File: src/rtl/eth_sfd_pkg.sv
package eth_sfd_pkg;
  typedef enum logic [1:0] {
    ST_IDLE = 2'd0,
    ST_HUNT = 2'd1,
    ST_RECV = 2'd2,
    ST_LOCK = 2'd3
  } sfd_st_e;
endpackage

File: src/rtl/sfd_ser_match.sv
module sfd_ser_match #(
  parameter int PRE_BITS   = 6,
  parameter int ABORT_BITS = 16
) (
  input  logic clk_i,
  input  logic rst_ni,
  input  logic hunt_i,
  input  logic bit_i,
  output logic hit_o,
  output logic bad_o
);
  localparam int WIN   = PRE_BITS + 2;
  localparam int CNT_W = $clog2(ABORT_BITS + 1);

  // newest bit at index 0: two 1s, then alternating bits ending in 0
  function automatic logic [WIN-1:0] sfd_pat();
    logic [WIN-1:0] p;
    for (int i = 0; i < WIN; i++) p[i] = (i < 2) ? 1'b1 : logic'(i % 2);
    return p;
  endfunction

  localparam logic [WIN-1:0] PAT = sfd_pat();

  logic [WIN-1:0] hist_q;
  logic [CNT_W-1:0] cnt_q;
  logic [WIN-1:0] win;

  assign win = {hist_q[WIN-2:0], bit_i};

  always_ff @(posedge clk_i or negedge rst_ni) begin
    if (!rst_ni) begin
      hist_q <= '0;
      cnt_q  <= '0;
    end else if (!hunt_i) begin
      hist_q <= '0;
      cnt_q  <= '0;
    end else begin
      hist_q <= win;
      if (cnt_q != CNT_W'(ABORT_BITS)) cnt_q <= cnt_q + 1'b1;
    end
  end

  assign hit_o = hunt_i && (win == PAT);
  assign bad_o = hunt_i && (cnt_q == CNT_W'(ABORT_BITS)) && !bit_i && !hist_q[0];
endmodule

File: src/rtl/sfd_mii_match.sv
module sfd_mii_match #(
  parameter int          NIB_W   = 4,
  parameter logic [NIB_W-1:0] PRE_NIB = 4'h5,
  parameter logic [NIB_W-1:0] SFD_NIB = 4'hD
) (
  input  logic             clk_i,
  input  logic             rst_ni,
  input  logic             hunt_i,
  input  logic [NIB_W-1:0] nib_i,
  output logic             hit_o,
  output logic             bad_o
);
  logic [NIB_W-1:0] prev_q;
  logic             prev_vld_q;

  always_ff @(posedge clk_i or negedge rst_ni) begin
    if (!rst_ni) begin
      prev_q     <= '0;
      prev_vld_q <= 1'b0;
    end else begin
      prev_q     <= hunt_i ? nib_i : '0;
      prev_vld_q <= hunt_i;
    end
  end

  assign hit_o = hunt_i && prev_vld_q && (prev_q == PRE_NIB) && (nib_i == SFD_NIB);
  assign bad_o = hunt_i && !hit_o && (nib_i != PRE_NIB);
endmodule

File: src/rtl/sfd_fsm.sv
module sfd_fsm
  import eth_sfd_pkg::*;
(
  input  logic clk_i,
  input  logic rst_ni,
  input  logic qual_i,
  input  logic hit_i,
  input  logic bad_i,
  output logic hunt_o,
  output logic recv_o,
  output logic sof_o,
  output logic abort_o
);
  sfd_st_e st_q, st_d;
  logic sof_q, abort_q;

  assign hunt_o = qual_i && (st_q == ST_IDLE || st_q == ST_HUNT);

  always_comb begin
    st_d = st_q;
    if (!qual_i)     st_d = ST_IDLE;
    else if (hunt_o) st_d = hit_i ? ST_RECV : (bad_i ? ST_LOCK : ST_HUNT);
  end

  always_ff @(posedge clk_i or negedge rst_ni) begin
    if (!rst_ni) begin
      st_q    <= ST_IDLE;
      sof_q   <= 1'b0;
      abort_q <= 1'b0;
    end else begin
      st_q    <= st_d;
      sof_q   <= hunt_o && hit_i;
      abort_q <= hunt_o && bad_i && !hit_i;
    end
  end

  assign recv_o  = (st_q == ST_RECV) && qual_i;
  assign sof_o   = sof_q;
  assign abort_o = abort_q;
endmodule

File: src/rtl/eth_sfd_detect.sv
module eth_sfd_detect #(
  parameter int PRE_BITS   = 6,
  parameter int ABORT_BITS = 16,
  parameter int NIB_W      = 4
) (
  input  logic             clk_i,
  input  logic             rst_ni,
  input  logic             mii_mode_i,
  input  logic             crs_i,
  input  logic             ser_d_i,
  input  logic             rx_dv_i,
  input  logic [NIB_W-1:0] rxd_i,
  output logic             sof_o,
  output logic             dat_vld_o,
  output logic [NIB_W-1:0] dat_o,
  output logic             abort_o
);
  logic qual, hunt;
  logic ser_hunt, mii_hunt;
  logic ser_hit, ser_bad, mii_hit, mii_bad;
  logic hit, bad;

  assign qual     = mii_mode_i ? rx_dv_i : crs_i;
  assign ser_hunt = hunt && !mii_mode_i;
  assign mii_hunt = hunt && mii_mode_i;

  sfd_ser_match #(.PRE_BITS(PRE_BITS), .ABORT_BITS(ABORT_BITS)) u_ser (
    .clk_i (clk_i), .rst_ni(rst_ni), .hunt_i(ser_hunt), .bit_i(ser_d_i),
    .hit_o (ser_hit), .bad_o(ser_bad)
  );

  sfd_mii_match #(.NIB_W(NIB_W)) u_mii (
    .clk_i (clk_i), .rst_ni(rst_ni), .hunt_i(mii_hunt), .nib_i(rxd_i),
    .hit_o (mii_hit), .bad_o(mii_bad)
  );

  assign hit = mii_mode_i ? mii_hit : ser_hit;
  assign bad = mii_mode_i ? mii_bad : ser_bad;

  sfd_fsm u_fsm (
    .clk_i  (clk_i), .rst_ni(rst_ni), .qual_i(qual),
    .hit_i  (hit), .bad_i(bad),
    .hunt_o (hunt), .recv_o(dat_vld_o), .sof_o(sof_o), .abort_o(abort_o)
  );

  assign dat_o = mii_mode_i ? rxd_i : {{(NIB_W-1){1'b0}}, ser_d_i};
endmodule

File: config.mk
export PLATFORM = sky130hd
export DESIGN_NAME = eth_sfd_detect
export DESIGN_NICKNAME = d
export VERILOG_FILES = /design/src/rtl/eth_sfd_pkg.sv /design/src/rtl/sfd_ser_match.sv /design/src/rtl/sfd_mii_match.sv /design/src/rtl/sfd_fsm.sv /design/src/rtl/eth_sfd_detect.sv
export SDC_FILE = /design/constraint.sdc
export NUM_CORES = 1
export LEC_CHECK = 0
export CAP_MARGIN = 10
export CORE_AREA = 4 4 49 55
export DETAILED_ROUTE_END_ITERATION = 10
export DIE_AREA = 0 0 53 59
export HOLD_SLACK_MARGIN = 0.1
export PLACE_DENSITY = 0.78
export SLEW_MARGIN = 20
export SYNTH_ARGS = -nofsm -noshare
export SYNTH_HDL_FRONTEND = slang
export SYNTH_SLANG_ARGS = --single-unit
export TNS_END_PERCENT = 1
File: constraint.sdc
create_clock -name clk_i -period 1.15 [get_ports clk_i]
set_input_delay 0.1725 -clock clk_i [delete_from_list [all_inputs] [get_ports clk_i]]
set_output_delay 0.1725 -clock clk_i [all_outputs]
set_load 0.1 [all_outputs]
# [Word-level counts from Yosys, hierarchy flattened]
# Index checks and enable logic that the tools add are counted.
[totals] ff_bits=21 latch_bits=0 ram_bits=0 mem_bits_ro=0 out_inout_bits=7 word_cells=53 mem_count=0
[op_classes] addsub=1 mul=0 div=0 order_cmp=0 eq_ne=10 n_shift=0 n_mux=12 bitwise_logic=0 reduce_logical=23
[op_table] cell="$logic_and 1x1->1" count=16
[op_table] cell="$mux 5" count=2
[op_table] cell="$eq 8x8->1 const B" count=1
[op_table] cell="$mux 2" count=4
[op_table] cell="$mux 4" count=2
[op_table] cell="$mux 7" count=1
[op_table] cell="$add 5x1->5 const B" count=1
[op_table] cell="$eq 5x5->1 const B" count=1
[op_table] cell="$logic_not 1->1" count=5
[op_table] cell="$ne 5x5->1 const B" count=1
[op_table] cell="$eq 4x3->1 const B" count=1
[op_table] cell="$eq 4x4->1 const B" count=1
[op_table] cell="$ne 2x2->1 const B" count=2
[op_table] cell="$ne 4x3->1 const B" count=1
[op_table] cell="$mux 1" count=3
[op_table] cell="$eq 2x1->1 const B" count=1
[op_table] cell="$eq 2x2->1 const B" count=1
[op_table] cell="$logic_not 2->1" count=1
[op_table] cell="$logic_or 1x1->1" count=1

# [Depth between registers and ports, before layout]
[logic_depth] depth_word=15 ltp_mapped=6 depth_no_buf=5

# [Cells and area by module]
# From an unflattened synthesis, not the netlist that was laid out.
[unflattened] hier_cells=84 area_unflattened_um2=1017.2
[by_module_without_submodules] mod="sfd_ser_match" instances=1 cells_per_inst=47 area_each_um2=560.5 seq_area_each_um2=300.3
[by_module_without_submodules] mod="sfd_mii_match" instances=1 cells_per_inst=15 area_each_um2=188.9 seq_area_each_um2=125.1
[by_module_without_submodules] mod="sfd_fsm" instances=1 cells_per_inst=12 area_each_um2=157.7 seq_area_each_um2=100.1
[by_module_without_submodules] mod="eth_sfd_detect" instances=1 cells_per_inst=10 area_each_um2=110.1 seq_area_each_um2=0.0

# [Worst setup path before layout]
# No wires, ideal clock.
[synth_path] path_kind="reg2out" from="register u_fsm.st_q[1]" to="output port dat_vld_o" arrival_time_ps=1723 setup_slack_ps=-746 path_stages_with_launch=3 path_cell_list="dfrtp_1 > nand2_1 > nor2_1"
[synth_between] elab_chain_len=2
[synth_lines] item="from (decl)" line_no="sfd_fsm.sv:14" rtl="sfd_st_e st_q, st_d;"
[synth_lines] item="from (signal assigned)" line_no="sfd_fsm.sv:31" rtl="st_q <= st_d;"
[synth_lines] item="$eq 2x2->1" line_no="sfd_fsm.sv:37" rtl="assign recv_o = (st_q == ST_RECV) && qual_i;"
[synth_lines] item="$logic_and 1x1->1" line_no="sfd_fsm.sv:37"
[synth_lines] item="to (decl)" line_no="eth_sfd_detect.sv:14" rtl="output logic dat_vld_o,"
# No other way between the ends.

# [Worst setup path after layout]
# Same ends and word-level chain as after synthesis.

==> results.yml <==
sta:
  hold_violations: 0
  fin_crit_ns: 1.40
  slew_headroom: 0.836
  rsz0062_at_grt: "true"
  timing.fmax_mhz: 712
  setup_viol: 10
  period_share: 1.22
  worst_pin_slew_ns: 0.243
  setup_slack_ns: -0.254
  maxSlewViolCount: 0
  skew_ns: 0.00942
yosys:
  synth_edf_count: 0
  synth_top_area_cell: "dfrtp_1"
  yosys_warnings: 0
  synth_compound_area_frac: 0.0428
  synth_xor_area_frac: 0.0375
  synth_nets: 90
  yosysTopAreaCellShare: 0.562
  async_reset_ff_frac: 1.00
  synth_seq_cells: 21
  synth.distinct_cells: 26
  yosys.area_share.adder: 0.0268
  synth_top_family_by_area: "simple AND/OR/NAND/NOR gates"
  synth.avg_cell_area_um2: 12.0
  syn_area_um2: 935
  synth_area_leaders: "dfrtp_1 56%, and2_2 4.8%, and2_1 4.0%"
  synth-simple-area-share: 0.268
  seq_area_frac_synth: 0.562
  syn-instance-count: 78
  synth-main-ff-cell: "dfrtp_1"
  synth_mux_area_frac: 0.0348
hold_path:
  hold_class: "in2async"
drt:
  drcViolationCount: 0
  ant_nets: 0
  vias: 674
  vias_per_cell: 4.71
  wl_um: 1850
  drt-initial-drc-count: 18
  first_pass_iters: 4
  post_drt_wl_per_cell_um: 13.0
finish:
  syn_to_final_growth_pct: 46.2
  instances_no_fill: 143
  final_util: 0.625
  diodes: 0
  drive_above_1_share: 0.398
  final_nets: 126
setup_path:
  cp_data_arrival_time_ns: 1.23
  end_kind: "primary output"
  crit_fanout: 4
  r2r_setup_slack_ns: -0.17
  required_ns: 0.98
  cp-start-kind: "register"
  critPathKind: "reg2out"
die:
  core_area_mm2: 0.00218
  die_w_um: 53
  die_h_um: 59
  rows: 18
  initial_core_util: 0.428
  die_area_mm2: 0.00313
  num_io_pins: 17
clocking:
  cts.htree.levels: 1
  clock-root-buffer: "clkbuf_4"
  clock_latency_ns: 0.30
  holdBufCountCts: 0
  clockBufferDepth: 2
  cts.sinks: 21
  numCtsBuffers: 3
  post_cts_buffers: 0
  path_clk_slew_ns: 0.11
  cts_tree: "built"
power_and_ir_drop:
  powerDensity_mw_per_mm2: 1140
  cellLeakagePower_uw: 0.000658
  peakVddDrop_mv: 0.700
placed_design:
  dp_hpwl_um: 1430
  io_buffers: 16
  gp_congestion: 0.768
  placedCellCount: 139
  dp_slack_ns: -0.404
global_route:
  antenna_found_initial: 0
  grt_pass1_vias: 710
  grt_overflow: 0
  grt_first_pass_wirelength_um: 3140
  grtUsageTotal: 0.138
  grt_max_degree: 22
outcome:
  status: "finished with violations"
  violations: "negative setup slack"
run:
  cap_violations: 0
[worst max-delay path: stages, from the launching register on]
cell	delay [ns]
dfrtp_1	0.39
buf_6	0.11
buf_6	0.10
nand2_4	0.05
nor2_4	0.09
buf_12	0.18
[cell families (layout without fill, tap and decap cells)]
logic type,after synthesis,in the layout
compound gates,3,3
xor+xnor,4,4
fa+ha+maj,2,2
buf+inv,5,40
flops,21,21
mux,3,3
simple gates,40,40
[layer usage]
metal,track usage,wire length [um],vias up
li1,-,-,326
met1,0.176,757,324
met3,0.0277,87,2
met2,0.229,988,22
met5,0,0,-
met4,0.0547,19,0
[layout by cell type (no fill, tap or decap), types with 2 or more instances in the layout]
cell	instances
buf_6	3
buf_4	13
ha_1	2
and2_2	4
and2_1	6
nand2_4	2
buf_12	7
xnor2_1	2
nor2_1	7
dfrtp_1	21
clkbuf_4	3
and2_4	2
nand3_1	5
dlygate4sd2_1	4
clkdlybuf4s50_1	3
nand2_1	4
xor2_1	2
inv_1	3
[cells in the mapped netlist, types with 2 or more instances]
master / instances
and2_1: 6
and2_2: 6
dfrtp_1: 21
ha_1: 2
inv_1: 4
mux2_2: 2
nand2_1: 5
nand3_1: 5
nor2_1: 8
xnor2_1: 2
xor2_1: 2
[registers in the layout, indices dropped and copies added (netlist names)]
name,cells
u_fsm.st_q,2
u_ser.cnt_q,5
u_mii.prev_vld_q,1
u_fsm.abort_o,1
u_mii.prev_q,4
u_ser.hist_q,7
u_fsm.sof_o,1
[cell type report]
| type | count | area [um^2] |
|---|---|---|
| Multi-Input combinational cell | 52 | 410 |
| Clock buffer | 4 | 26.3 |
| Inverter | 4 | 15.0 |
| Tap cell | 30 | 37.5 |
| Sequential cell | 21 | 526 |
| Fill cell | 187 | 818 |
| Timing Repair Buffer | 32 | 352 |
[final timing paths]
check                           startpoint               to  cells after the start
setup / recovery             u_fsm.st_q[1]        dat_vld_o                      5
hold / removal                      rst_ni      u_fsm.sof_o                      2
setup reg to reg           u_mii.prev_q[1]    u_fsm.st_q[1]                      4
hold reg to reg            u_ser.hist_q[5]  u_ser.hist_q[6]                      1
max in group asynchronous           rst_ni   u_ser.cnt_q[3]                      2
min in group clk_i                rxd_i[1]  u_mii.prev_q[1]                      2
[stage by stage]
| stage | hold WS, ns | cell area [um^2] | power, uW | TNS (ns) |
|---|---|---|---|---|
| after global placement | 0.461 | 1320 | 1200 | -5.04 |
| after floorplan | -0.123 | 942 | 1010 | -0.193 |
| after detailed placement | 0.470 | 1320 | 1210 | -5.14 |
| after global routing | 0.204 | 1370 | 1630 | -1.91 |
| after CTS | 0.193 | 1360 | 1570 | -1.06 |
| final | 0.185 | 1370 | 1560 | -1.05 |
[power breakdown]
part	switching [uW]	total, uW	internal (uW)
sequential	21.0	791	770
combinational	234	423	188
clock	213	348	135
[timing repair]
action / in CTS / in global routing
pin swaps: 3 / 0
endpoints found under the setup margin: 13 / 15
gates resized for setup: 21 / 1
Power figures use the tool's default switching activity.
